### src/rtl/sprog_pkg.sv
package sprog_pkg;

  // Operation codes carried in the low four command bits
  localparam logic [3:0] OP_LOAD = 4'h2;
  localparam logic [3:0] OP_READ = 4'h4;
  localparam logic [3:0] OP_STEP = 4'h6;
  localparam logic [3:0] OP_PROG = 4'h8;
  localparam logic [3:0] OP_WIPE = 4'h9;
  localparam logic [3:0] OP_DONE = 4'hE;

  typedef enum logic [1:0] {
    LINK_CMD  = 2'd0,
    LINK_LOAD = 2'd1,
    LINK_READ = 2'd2
  } link_state_e;

  // True when the frame cycle index (falls completed) carries a data bit
  function automatic logic is_data_slot(input logic [3:0] idx, input int unsigned dw);
    return (idx >= 4'd1) && (32'(idx) <= dw);
  endfunction

endpackage

### src/rtl/sprog_sync.sv
module sprog_sync #(
  parameter int unsigned STAGES  = 2,
  parameter logic        RST_VAL = 1'b0
) (
  input  logic clk,
  input  logic rst_n,
  input  logic d,
  output logic q
);
  logic [STAGES-1:0] chain;

  for (genvar g = 0; g < STAGES; g++) begin : g_stage
    if (g == 0) begin : g_first
      always_ff @(posedge clk or negedge rst_n) begin
        if (!rst_n) chain[0] <= RST_VAL;
        else        chain[0] <= d;
      end
    end else begin : g_next
      always_ff @(posedge clk or negedge rst_n) begin
        if (!rst_n) chain[g] <= RST_VAL;
        else        chain[g] <= chain[g-1];
      end
    end
  end

  assign q = chain[STAGES-1];
endmodule

### src/rtl/sprog_edge.sv
module sprog_edge (
  input  logic clk,
  input  logic rst_n,
  input  logic s,
  output logic rise,
  output logic fall
);
  logic prev;

  always_ff @(posedge clk or negedge rst_n) begin
    if (!rst_n) prev <= 1'b0;
    else        prev <= s;
  end

  assign rise = s & ~prev;
  assign fall = ~s & prev;
endmodule

### src/rtl/sprog_link.sv
module sprog_link
  import sprog_pkg::*;
#(
  parameter int unsigned CW    = 6,
  parameter int unsigned DW    = 14,
  parameter int unsigned KW    = 12,
  parameter int unsigned FRAME = 16
) (
  input  logic          clk,
  input  logic          rst_n,
  input  logic          clr,
  input  logic          rise,
  input  logic          fall,
  input  logic          sdi,
  input  logic [KW-1:0] rd_word,
  output logic          cmd_valid,
  output logic [3:0]    cmd_code,
  output logic          load_done,
  output logic [KW-1:0] load_word,
  output logic          sdo,
  output logic          oe,
  output logic          rd_frame
);
  localparam int unsigned CNT_W = 4;
  localparam logic [CNT_W-1:0] CMD_LAST   = CNT_W'(CW - 1);
  localparam logic [CNT_W-1:0] FRAME_LAST = CNT_W'(FRAME - 1);

  link_state_e      st;
  logic [CNT_W-1:0] cnt;
  logic [CW-1:0]    cmd_sr;
  logic [CW-1:0]    cmd_nxt;
  logic [DW-1:0]    ld_sr;
  logic [DW-1:0]    rd_sr;

  assign cmd_nxt   = {sdi, cmd_sr[CW-1:1]};
  assign load_word = ld_sr[KW-1:0];
  assign rd_frame  = (st == LINK_READ);

  always_ff @(posedge clk or negedge rst_n) begin
    if (!rst_n) begin
      st        <= LINK_CMD;
      cnt       <= '0;
      cmd_sr    <= '0;
      ld_sr     <= '0;
      rd_sr     <= '0;
      cmd_valid <= 1'b0;
      cmd_code  <= '0;
      load_done <= 1'b0;
      sdo       <= 1'b0;
      oe        <= 1'b0;
    end else if (clr) begin
      st        <= LINK_CMD;
      cnt       <= '0;
      cmd_sr    <= '0;
      cmd_valid <= 1'b0;
      load_done <= 1'b0;
      sdo       <= 1'b0;
      oe        <= 1'b0;
    end else begin
      cmd_valid <= 1'b0;
      load_done <= 1'b0;
      unique case (st)
        LINK_CMD: begin
          if (fall) begin
            cmd_sr <= cmd_nxt;
            if (cnt == CMD_LAST) begin
              cnt       <= '0;
              cmd_valid <= 1'b1;
              cmd_code  <= cmd_nxt[3:0];
              if (cmd_nxt[3:0] == OP_LOAD) begin
                st <= LINK_LOAD;
              end else if (cmd_nxt[3:0] == OP_READ) begin
                st    <= LINK_READ;
                rd_sr <= {{(DW-KW){1'b0}}, rd_word};
              end
            end else begin
              cnt <= cnt + 1'b1;
            end
          end
        end
        LINK_LOAD: begin
          if (fall) begin
            if (is_data_slot(cnt, DW)) ld_sr <= {sdi, ld_sr[DW-1:1]};
            if (cnt == FRAME_LAST) begin
              load_done <= 1'b1;
              st        <= LINK_CMD;
              cnt       <= '0;
            end else begin
              cnt <= cnt + 1'b1;
            end
          end
        end
        LINK_READ: begin
          if (rise) begin
            if (is_data_slot(cnt, DW)) begin
              sdo   <= rd_sr[0];
              rd_sr <= rd_sr >> 1;
              oe    <= 1'b1;
            end else if (cnt == FRAME_LAST) begin
              sdo <= 1'b0;
              oe  <= 1'b0;
            end
          end
          if (fall) begin
            if (cnt == FRAME_LAST) begin
              st  <= LINK_CMD;
              cnt <= '0;
            end else begin
              cnt <= cnt + 1'b1;
            end
          end
        end
        default: st <= LINK_CMD;
      endcase
    end
  end
endmodule

### src/rtl/sprog_target.sv
module sprog_target
  import sprog_pkg::*;
#(
  parameter int unsigned AW        = 11,
  parameter int unsigned KW        = 12,
  parameter int unsigned DW        = 14,
  parameter int unsigned CW        = 6,
  parameter int unsigned FRAME     = 16,
  parameter int unsigned SYNC_STGS = 2
) (
  input  logic          clk,
  input  logic          rst_n,
  input  logic          prog_en,
  input  logic          mode_exit,
  input  logic          sclk_in,
  input  logic          sdat_in,
  output logic          sdat_out,
  output logic          sdat_oe,
  output logic [AW-1:0] mem_addr,
  output logic [KW-1:0] mem_wdata,
  output logic          mem_we,
  output logic          mem_erase,
  input  logic [KW-1:0] mem_rdata,
  output logic          busy
);
  function automatic logic [AW-1:0] addr_step(input logic [AW-1:0] a);
    return a + 1'b1;
  endfunction

  logic          sclk_s, sdat_s;
  logic          sclk_rise, sclk_fall;
  logic          link_clr;
  logic          cmd_valid, load_done, rd_frame;
  logic [3:0]    cmd_code;
  logic [KW-1:0] load_word;
  logic [AW-1:0] addr_q;
  logic [KW-1:0] word_q;
  logic          inc_evt, end_evt;

  sprog_sync #(.STAGES(SYNC_STGS), .RST_VAL(1'b0)) u_sync_clk (
    .clk(clk), .rst_n(rst_n), .d(sclk_in), .q(sclk_s)
  );
  sprog_sync #(.STAGES(SYNC_STGS), .RST_VAL(1'b0)) u_sync_dat (
    .clk(clk), .rst_n(rst_n), .d(sdat_in), .q(sdat_s)
  );
  sprog_edge u_edge (
    .clk(clk), .rst_n(rst_n), .s(sclk_s), .rise(sclk_rise), .fall(sclk_fall)
  );

  assign link_clr = ~prog_en | mode_exit;

  sprog_link #(.CW(CW), .DW(DW), .KW(KW), .FRAME(FRAME)) u_link (
    .clk(clk), .rst_n(rst_n), .clr(link_clr),
    .rise(sclk_rise), .fall(sclk_fall), .sdi(sdat_s),
    .rd_word(mem_rdata),
    .cmd_valid(cmd_valid), .cmd_code(cmd_code),
    .load_done(load_done), .load_word(load_word),
    .sdo(sdat_out), .oe(sdat_oe), .rd_frame(rd_frame)
  );

  assign inc_evt = cmd_valid && (cmd_code == OP_STEP);
  assign end_evt = cmd_valid && (cmd_code == OP_DONE);

  always_ff @(posedge clk or negedge rst_n) begin
    if (!rst_n) begin
      addr_q    <= '1;
      word_q    <= '0;
      busy      <= 1'b0;
      mem_we    <= 1'b0;
      mem_erase <= 1'b0;
    end else if (!prog_en) begin
      addr_q    <= '1;
      word_q    <= '0;
      busy      <= 1'b0;
      mem_we    <= 1'b0;
      mem_erase <= 1'b0;
    end else begin
      mem_we    <= 1'b0;
      mem_erase <= 1'b0;
      if (load_done) word_q <= load_word;
      if (cmd_valid) begin
        unique case (cmd_code)
          OP_STEP: addr_q <= addr_step(addr_q);
          OP_PROG: begin
            mem_we <= 1'b1;
            busy   <= 1'b1;
          end
          OP_DONE: busy      <= 1'b0;
          OP_WIPE: mem_erase <= 1'b1;
          default: ;
        endcase
      end
    end
  end

  assign mem_addr  = addr_q;
  assign mem_wdata = word_q;
endmodule

### config.mk
export PLATFORM = sky130hd
export DESIGN_NAME = sprog_target
export DESIGN_NICKNAME = d
export VERILOG_FILES = /design/src/rtl/sprog_pkg.sv /design/src/rtl/sprog_sync.sv /design/src/rtl/sprog_edge.sv /design/src/rtl/sprog_link.sv /design/src/rtl/sprog_target.sv
export SDC_FILE = /design/constraint.sdc
export NUM_CORES = 1
export LEC_CHECK = 0
export BUFFER_PORTS_ARGS = -buffer_cell sky130_fd_sc_hd__buf_4
export CAP_MARGIN = 20
export CORE_ASPECT_RATIO = 0.75
export CORE_MARGIN = 2
export CORE_UTILIZATION = 53
export DETAILED_ROUTE_END_ITERATION = 16
export PLACE_DENSITY = 0.81
export REMOVE_ABC_BUFFERS = 1
export SYNTH_ARGS = -nofsm -noshare
export SYNTH_HDL_FRONTEND = slang
export SYNTH_SLANG_ARGS = --single-unit
### constraint.sdc
create_clock -name clk -period 2.94 [get_ports clk]
set_input_delay 0.147 -clock clk [delete_from_list [all_inputs] [get_ports clk]]
set_output_delay 0.147 -clock clk [all_outputs]
set_load 0.02 [all_outputs]
==> run_results.csv, run 1 <==
group,metric,value,unit
routing,drtPass1Iterations,6,
floorplan,ios,46,
timing,finalMaxSlewViolations,0,
yosys,synth_top_area_cell,"dfrtp_1",
yosys,yosysSeqAreaShare,53.6,%
cells_and_area,insertedDiodeCount,0,
clock_tree,insertion_delay,350,ps
timing,fin_crit,2430,ps
timing,clock_skew,8.35,ps
timing,finalCritPeriodShare,82.6,%
power,pwr_density_cell,449,nW/um2
routing,num_vias,2374,
floorplan,start_util,55.7,%
yosys,syn_inst,293,
yosys,avgSynthCellArea,12.2,um2
yosys,synth_ff_type,"dfrtp_1",
yosys,synthTopCellsByArea,"dfrtp_1 46%, mux2_2 10%, dfstp_2 8.1%, mux2i_1 4.8%, mux2_4 3.4%",
cells_and_area,layout-drive-gt1-share,34.9,%
setup_path,critPathLaunchType,"register",
clock_tree,clkTransAtPathRegs,70,ps
setup_path,end_kind,"register",
cells_and_area,final_cell_mix,"65 x dfrtp_1, 49 x buf_4, 32 x mux2_2",
setup_path,crit_required,3180,ps
setup_path,crit_fanout,12,
timing,fin_setup_tns,0,ps
cells_and_area,fin_nets,371,
routing,ant_nets,0,
floorplan,die-area,7420,um2
clock_tree,cts_resized,0,
min_path,hold_path.class,"primary input to register",
floorplan,die_y,75.1,um
placed_design,dp_hpwl,4.35,mm
global_route,grt_pass1_vias,2449,
cells_and_area,layout_commonest_cell,"dfrtp_1",
global_route,antenna_found_initial,0,
placed_design,post-place-ws,543,ps
yosys,synth_seq_cells,76,
clock_tree,post_cts_buffers,0,
clock_tree,cts_root_buf,"clkbuf_8",
placed_design,gp_congestion,0.810,
yosys,ys_warn_count,0,
floorplan,die_x,98.8,um
floorplan,coreArea,6410,um2
clock_tree,cts.htree.levels,3,
cells_and_area,ff_latch_area,1920,um2
clock_tree,cts_buffer_depth,2,
timing,setup_viol,0,
routing,drcViolationCount,0,
timing,finalHoldViolations,0,
run_status,status,"finished clean",
routing,vias_per_cell,5.51,
timing,slew_headroom,38.3,%
clock_tree,hold_buffers,3,
routing,drt_wl_total,6.57,mm
global_route,grt_pass1_wl,11.2,mm
global_route,grt_overflow,0,
routing,drtIter0Drc,95,
floorplan,row_count,25,
cells_and_area,synthToLayoutAreaGrowth,17.1,%
timing,worst_pin_slew,925,ps
clock_tree,cts_made_buffers,9,
global_route,grt_max_degree,77,
yosys,yosysUniqueCellTypes,50,
yosys,synth_top_area_share,45.5,%
setup_path,arrival,2660,ps
power,ir_drop,243,uV
routing,drt-wirelength-per-cell,15.2,um
global_route,grtUsageTotal,19.4,%
yosys,synth_area,3570,um2
cells_and_area,multi_input_area,1580,um2
setup_path,crit_type,"register to register",
placed_design,numPortBuffers,45,
timing,rsz0062_at_grt,"no",
cells_and_area,fillCellCount,485,
timing,fmaxAchievable,0.412,GHz
yosys,async_reset_ff_share,100,%
timing,setup_slack,511,ps
yosys,synth_edf_count,0,
flow_run,max-cap-violations,0,
clock_tree,cts_tree,"done",
clock_tree,clock-sinks,76,
power,power.leakage,1.90,nW
[worst paths after layout]
check / start / slack, ps / cells after the start / end
max: u_link.st[0]$_DFFE_PN0P_ / 510 / 7 / u_link.rd_sr[2]$_DFFE_PN0P_
min: mem_rdata[11] / 90 / 3 / u_link.rd_sr[11]$_DFFE_PN0P_
max reg2reg: u_link.st[0]$_DFFE_PN0P_ / 510 / 7 / u_link.rd_sr[2]$_DFFE_PN0P_
min reg2reg: u_sync_clk.chain[0]$_DFF_PN0_ / 360 / 0 / u_sync_clk.q$_DFF_PN0_
max in group asynchronous: rst_n / 1860 / 2 / u_link.cmd_sr[5]$_DFFE_PN0P_
min in group asynchronous: rst_n / 480 / 2 / u_link.cnt[2]$_DFFE_PN0P_
[power breakdown]
part / leakage, nW / total (mW) / internal [mW] / switching (mW)
clock network: 0.0863 / 0.699 / 0.329 / 0.370
logic: 0.815 / 0.108 / 0.0507 / 0.0569
registers: 0.998 / 1.07 / 1.06 / 0.0106
[layout make-up]
type                    instances  area share (%)
clock buffers                  12            3.47
clock inverters                 4           0.628
inverters                       6           0.538
multi-input cells             200            37.6
flip-flops and latches         76            45.8
well taps                      81            2.42
repair buffers                 52            9.51
[registers in the layout, indices dropped and copies added (netlist names), 2 cells and up]
register	count
u_link.ld_sr	14
mem_wdata	12
u_link.rd_sr	12
mem_addr	11
u_link.cmd_sr	5
u_link.cmd_code	4
u_link.cnt	4
u_link.st	2
[critical path, cell delays in order (launching register included)]
cell	delay (ps)
dfrtp_1	410
inv_1	90
ha_1	300
nand3b_2	220
o32a_1	450
a211oi_4	220
buf_4	270
mux2_2	360
[Yosys cell counts, types with 2 or more instances]
master     n
xor2_1     5
mux2_2    32
and2_1     3
or4_1      2
nor3_1     2
or2_2      3
o31ai_1    2
mux2i_1   17
mux2_4     8
nand3b_1   4
a32o_1     2
dfstp_2   11
a21boi_0   2
nand2_1   21
inv_1      6
a211oi_1   3
a21oi_1    7
nor2b_1   14
nand2b_1   6
o21ai_0   10
dfrtp_1   65
and3_1     2
nor2_1    11
nand3_1   14
clkbuf_1   7
ha_1       8
nand4_1    3
[cells by family after synthesis]
logic type | share of synthesized area, %
AO/OA/AOI/OAI | 6.23
XOR/XNOR | 1.47
multiplexers | 18.2
flip-flops | 53.6
AND/OR/NAND/NOR | 15.4
buffers and inverters | 2.31
adder cells (fa/ha/maj) | 2.80
[routing by layer]
metal  wire length (um)  vias up  global-route usage, %
li1                   -     1138                      -
met4                 95        0                   9.13
met2               3100       42                   31.1
met5                  0        -                      0
met1               3090     1185                   25.1
met3                282        9                   5.20
[per-stage QoR]
step	hold WS, ps	instance area, um2	power (mW)	utilization, %	cells
floorplan	-149	3510	1.14	-	282
global placement	259	3980	1.20	62.0	411
detailed placement	259	3980	1.20	62.0	411
CTS	73.8	4180	1.90	65.1	430
global route	82.0	4180	1.95	65.2	431
finish	86.8	4180	1.88	65.2	431
(Power assumes the default switching activity.)
==> run 2: changes to the inputs <==
--- a/config.mk
+++ b/config.mk
@@ -9,9 +9,9 @@
 export CAP_MARGIN = 20
 export CORE_ASPECT_RATIO = 0.75
 export CORE_MARGIN = 2
-export CORE_UTILIZATION = 53
+export CORE_UTILIZATION = 52
 export DETAILED_ROUTE_END_ITERATION = 16
-export PLACE_DENSITY = 0.81
+export PLACE_DENSITY = 0.83
 export REMOVE_ABC_BUFFERS = 1
 export SYNTH_ARGS = -nofsm -noshare
 export SYNTH_HDL_FRONTEND = slang
==> constraint.sdc (replaced) <==
create_clock -name clk -period 2.1 [get_ports clk]
set_input_delay 0.105 -clock clk [delete_from_list [all_inputs] [get_ports clk]]
set_output_delay 0.105 -clock clk [all_outputs]
set_load 0.02 [all_outputs]
==> run_results.csv, run 2 (synthesized netlist as in run 1, its figures left out) <==
group,metric,value,unit
run_status,status,"finished, violations left",
run_status,failed_checks,"negative setup slack",
timing,fin_setup_tns,-591,ps
cells_and_area,synthToLayoutAreaGrowth,24.0,%
floorplan,start_util,53.1,%
setup_path,rrSetupSlack,-70,ps
timing,finalHoldViolations,0,
routing,drtIter0Drc,106,
cells_and_area,insertedDiodeCount,0,
routing,ant_nets,0,
timing,fmaxAchievable,0.460,GHz
timing,setup_slack,-74.5,ps
cells_and_area,largest_register_ffs,14,
global_route,grtUsageTotal,20.0,%
timing,finalCritPeriodShare,104,%
power,pwr_density_cell,603,nW/um2
routing,drt_wl_total,7.00,mm
clock_tree,cts_tree,"done",
routing,drtPass1Iterations,4,
setup_path,crit_type,"register to register",
cells_and_area,fin_util,65.8,%
routing,drt-wirelength-per-cell,15.3,um
timing,fin_hold_ws,36.2,ps
setup_path,critPathLaunchType,"register",
clock_tree,clock-sinks,76,
global_route,antenna_found_initial,0,
clock_tree,clkTransAtPathRegs,70,ps
clock_tree,insertion_delay,350,ps
power,power.leakage,2.04,nW
setup_path,crit_required,2330,ps
timing,finalMaxSlewViolations,0,
global_route,grt_pass1_vias,2366,
cells_and_area,final_cell_mix,"69 x buf_4, 65 x dfrtp_1, 30 x mux2_2",
timing,clock_skew,14.1,ps
global_route,grt_pass1_wl,11.5,mm
cells_and_area,layout_commonest_cell,"buf_4",
setup_path,crit_chain,"or4b_1, o32a_1, a211oi_4, buf_4, buf_12, mux2_4",
timing,rsz0062_at_grt,"yes",
floorplan,die_x,99.7,um
setup_path,slowest_stage,"or4b_1",
floorplan,die-area,7560,um2
clock_tree,cts.htree.levels,3,
floorplan,row_count,26,
power,pwr-share-comb,6.5,%
power,switching_share,23.7,%
setup_path,end_kind,"register",
setup_path,crit_fanout,6,
clock_tree,cts_made_buffers,9,
power,p_int,2.04,mW
routing,drcViolationCount,0,
timing,worst_pin_slew,662,ps
placed_design,post-place-ws,-103,ps
floorplan,coreArea,6730,um2
power,p_switching,0.634,mW
cells_and_area,top_register,"u_link.ld_sr",
power,pwr-share-clk,37.3,%
placed_design,dp_hpwl,4.79,mm
timing,slew_headroom,55.9,%
cells_and_area,fin_nets,395,
timing,fin_crit,2170,ps
clock_tree,cts_root_buf,"clkbuf_8",
power,ir_drop,366,uV
clock_tree,cts_buffer_depth,2,
floorplan,die_y,75.8,um
floorplan,ios,46,
global_route,grt_max_degree,46,
flow_run,max-cap-violations,0,
setup_path,arrival,2400,ps
cells_and_area,layout-drive-gt1-share,39.6,%
power,seqPwrFrac,56.3,%
min_path,hold_path.class,"primary input to register",
timing,setup_viol,10,
cells_and_area,fillCellCount,506,
setup_path,critPathMaxStageDelay,530,ps
placed_design,numPortBuffers,45,
routing,vias_per_cell,5.45,
placed_design,gp_congestion,0.883,
routing,num_vias,2497,
global_route,grt_overflow,0,
-- run 2: cell type report --
class / instances / area (um2) / share of cell area, %
Multi-Input combinational cell: 200 / 1590 / 36.0
Sequential cell: 76 / 1920 / 43.2
Clock buffer: 12 / 145 / 3.28
Inverter: 6 / 22.5 / 0.508
Clock inverter: 4 / 26.3 / 0.593
Tap cell: 84 / 105 / 2.37
Timing Repair Buffer: 76 / 623 / 14.1
-- run 2: layer usage --
layer	track usage, %	routed length [um]
met1	27.4	3290
met2	30.5	3250
met3	6.61	376
met4	6.54	79
met5	0	0
-- run 2: critical path: cells and delay by family, from the launching register on --
| family | cells | cell delay [ps] |
|---|---|---|
| flip-flops | 1 | 380 |
| buffers and inverters | 2 | 280 |
| AND/OR/NAND/NOR | 1 | 530 |
| AO/OA/AOI/OAI | 2 | 560 |
| multiplexers | 1 | 300 |
-- run 2: worst paths after layout --
| check | from | end | cells past startpoint |
|---|---|---|---|
| setup / recovery | u_link.cmd_sr[4]$_DFFE_PN0P_ | u_link.rd_sr[1]$_DFFE_PN0P_ | 6 |
| setup reg to reg | u_link.cmd_sr[4]$_DFFE_PN0P_ | u_link.rd_sr[1]$_DFFE_PN0P_ | 6 |
| hold reg to reg | u_sync_dat.chain[0]$_DFF_PN0_ | u_sync_dat.q$_DFF_PN0_ | 0 |
| max in group asynchronous | rst_n | u_link.load_done$_DFF_PN0_ | 3 |
| min in group asynchronous | rst_n | u_link.cnt[1]$_DFFE_PN0P_ | 2 |
| hold / removal | mem_rdata[11] | u_link.rd_sr[11]$_DFFE_PN0P_ | 3 |
-- run 2: power by group through the flow --
stage                     combinational (mW)  sequential (mW)  clock (mW)
after global placement                 0.163             1.53           0
after floorplan                       0.0610             1.53           0
final                                  0.173             1.50       0.996
after CTS                              0.175             1.50        1.03
after global routing                   0.191             1.51        1.10
after detailed placement               0.167             1.53           0
-- run 2: per-stage QoR --
step	total power, mW	instance area, um2	instances
after floorplan	1.59	3510	282
after global placement	1.69	4170	435
after CTS	2.71	4440	458
after detailed placement	1.70	4170	435
after global routing	2.80	4430	458
final	2.67	4430	458
-- run 2: repair_timing --
item,4_1_cts,5_1_grt
endpoints found under the setup margin,24,11
resized for setup,5,3
buffers inserted,3,1
pin swaps,3,0
hold buffers,3,0
gates cloned,1,0
endpoints found under the hold margin,22,0
==> run 3: changes to the inputs <==
--- a/config.mk
+++ b/config.mk
@@ -5,6 +5,7 @@
 export SDC_FILE = /design/constraint.sdc
 export NUM_CORES = 1
 export LEC_CHECK = 0
+export ABC_AREA = 1
 export BUFFER_PORTS_ARGS = -buffer_cell sky130_fd_sc_hd__buf_4
 export CAP_MARGIN = 20
 export CORE_ASPECT_RATIO = 0.75
@@ -12,7 +13,6 @@
 export CORE_UTILIZATION = 52
 export DETAILED_ROUTE_END_ITERATION = 16
 export PLACE_DENSITY = 0.83
-export REMOVE_ABC_BUFFERS = 1
 export SYNTH_ARGS = -nofsm -noshare
 export SYNTH_HDL_FRONTEND = slang
 export SYNTH_SLANG_ARGS = --single-unit
==> run_results.csv, run 3 <==
group,metric,value,unit
cells_and_area,synthToLayoutAreaGrowth,16.5,%
routing,drtPass1Iterations,5,
timing,finalHoldViolations,0,
floorplan,die-area,7700,um2
global_route,use_met3,6.33,%
global_route,grt_max_degree,77,
placed_design,gp_congestion,0.824,
global_route,grt_pass1_vias,2726,
clock_tree,cts.htree.levels,3,
yosys,yosysSeqAreaShare,52.5,%
global_route,grt_overflow,0,
timing,fmaxAchievable,0.539,GHz
timing,worst_pin_slew,430,ps
setup_path,reg2reg_to,"u_link.rd_sr[10]$_DFFE_PN0P_",
yosys,avgSynthCellArea,8.68,um2
placed_design,dp_hpwl,5.01,mm
cells_and_area,largest_register_ffs,14,
setup_path,r2r_start,"u_link.cnt[1]$_DFFE_PN0P_",
timing,setup_viol,0,
setup_path,crit_fanout,12,
min_path,hold_path.class,"primary input to register",
floorplan,start_util,53.6,%
clock_tree,cts_made_buffers,9,
setup_path,end_kind,"register",
yosys,async_reset_ff_share,100,%
setup_path,rrSetupSlack,240,ps
clock_tree,hold_buffers,3,
timing,clock_skew,10.8,ps
floorplan,die_y,76.5,um
global_route,grt_use_met2,32.3,%
clock_tree,insertion_delay,350,ps
setup_path,crit_required,2390,ps
routing,drtIter0Drc,199,
timing,finalCritPeriodShare,88.4,%
yosys,syn-num-nets,446,
floorplan,ios,46,
routing,drt_wl_total,7.14,mm
cells_and_area,fin_nets,495,
clock_tree,cts_root_buf,"clkbuf_8",
setup_path,arrival,2150,ps
yosys,syn_inst,420,
clock_tree,post_cts_buffers,0,
yosys,synth_top_area_share,44.6,%
clock_tree,cts_buffer_depth,2,
yosys,synth_common_cells,"89 x nand2_1, 65 x dfrtp_1, 57 x inv_1",
timing,finalMaxSlewViolations,0,
floorplan,coreArea,6800,um2
yosys,synth_edf_count,0,
floorplan,row_count,26,
yosys,yosysMostFrequentCell,"nand2_1",
routing,vias_per_cell,5.28,
yosys,synthTopCellsByArea,"dfrtp_1 45%, nand2_1 9.2%, dfstp_2 7.9%, nand3_1 6.6%, inv_1 5.9%",
yosys,synth_area,3650,um2
floorplan,die_x,101,um
setup_path,crit_type,"register to register",
setup_path,crit_start,"u_link.cnt[1]$_DFFE_PN0P_",
yosys,ys_warn_count,0,
power,power.leakage,2.16,nW
setup_path,reg2reg_depth,8,
routing,drcViolationCount,0,
timing,fin_crit,1860,ps
clock_tree,cts_resized,0,
yosys,synth_top_area_cell,"dfrtp_1",
global_route,antenna_found_initial,0,
setup_path,endpoint,"u_link.rd_sr[10]$_DFFE_PN0P_",
routing,num_vias,2948,
timing,slew_headroom,71.3,%
cells_and_area,insertedDiodeCount,0,
cells_and_area,layout_commonest_cell,"nand2_1",
power,ir_drop,465,uV
yosys,synth_ff_type,"dfrtp_1",
global_route,grtUsageTotal,19.7,%
routing,drt-wirelength-per-cell,12.8,um
cells_and_area,final_cell_mix,"89 x nand2_1, 65 x dfrtp_1, 57 x inv_1",
timing,fin_setup_tns,0,ps
setup_path,slowest_stage,"dfrtp_1",
clock_tree,clock-sinks,76,
yosys,synth_seq_cells,76,
global_route,grt-busiest-layer,"met2",
setup_path,critPathMaxStageDelay,440,ps
global_route,grt_pass1_wl,12.2,mm
global_route,grtUsageMet1,25.3,%
flow_run,max-cap-violations,0,
setup_path,critPathLaunchType,"register",
power,total_power,2.80,mW
clock_tree,clkTransAtPathRegs,80,ps
routing,ant_nets,0,
clock_tree,cts_tree,"done",
cells_and_area,top_register,"u_link.ld_sr",
run_status,status,"finished clean",
setup_path,crit_chain,"inv_1, ha_1, nand3_1, o21ai_1, nand2_1, inv_1, nand3_1, nand2_1",
placed_design,numPortBuffers,45,
cells_and_area,layout-drive-gt1-share,21.3,%
power,pwr_density_cell,659,nW/um2
yosys,yosysUniqueCellTypes,29,
timing,rsz0062_at_grt,"no",
==> run 3: changes by cell type after synthesis, moves of 17 or more <==
cell     change
nand2_1     +68
inv_1       +51
nand3_1     +34
mux2_2      -21
nor2_1      +21
mux2i_1     -17
==> run 3: worst max-delay path: cells and delay by family, from the launching register on <==
kind            cells  cell delay, ps
fa+ha+maj           1             200
simple gates        4             450
flops               1             440
compound gates      1             280
buf+inv             2             420
==> run 3: how the worst min path moves through the flow <==
stage / start / endpoint / slack [ps] / cells past startpoint
floorplan: rst_n / busy$_DFFE_PN0P_ / -190 / 0
global placement: rst_n / mem_wdata[10]$_DFFE_PN0P_ / 150 / 2
detailed placement: rst_n / mem_wdata[8]$_DFFE_PN0P_ / 150 / 2
CTS: mem_rdata[11] / u_link.rd_sr[11]$_DFFE_PN0P_ / 50 / 5
global route: prog_en / mem_addr[3]$_DFFE_PN1P_ / 90 / 2
finish: mem_rdata[11] / u_link.rd_sr[11]$_DFFE_PN0P_ / 70 / 5
==> run 3: final cells by class <==
class                           count  area, um2
Sequential cell                    76       1920
Timing Repair Buffer               51        403
Clock inverter                      7       60.1
Fill cell                         570       2550
Clock buffer                        9        124
Inverter                           58        220
Tap cell                           84        105
Multi-Input combinational cell    273       1420
==> run 3: metrics by stage <==
step	hold WS [ps]	util [%]	setup WS, ps	cell area (um2)	instances
4_1_cts	54.9	62.5	265	4250	558
6_report	71.8	62.5	243	4250	558
3_3_place_gp	153	59.3	414	4030	539
3_5_place_dp	154	59.3	300	4030	539
5_1_grt	91.9	62.5	74.3	4250	558
2_1_floorplan	-191	-	532	3650	420
==> run 3: where the power goes <==
group          switching (mW)  internal [mW]
clock network           0.591          0.447
registers              0.0204           1.49
logic                   0.154         0.0940
==> run 3: layer usage <==
metal / routed length, um / part of all wire [%] / vias to the layer above
met5: 0 / 0 / -
met4: 62 / 0.87 / 0
met1: 3250 / 45 / 1376
li1: - / - / 1455
met2: 3350 / 47 / 109
met3: 482 / 6.8 / 8
==> run 3: cells by family after synthesis <==
logic type / Yosys count / synth area share [%]
buf+inv: 71 / 8.51
fa+ha+maj: 8 / 2.75
simple gates: 202 / 25.2
compound gates: 52 / 7.62
mux: 11 / 3.40
flops: 76 / 52.5
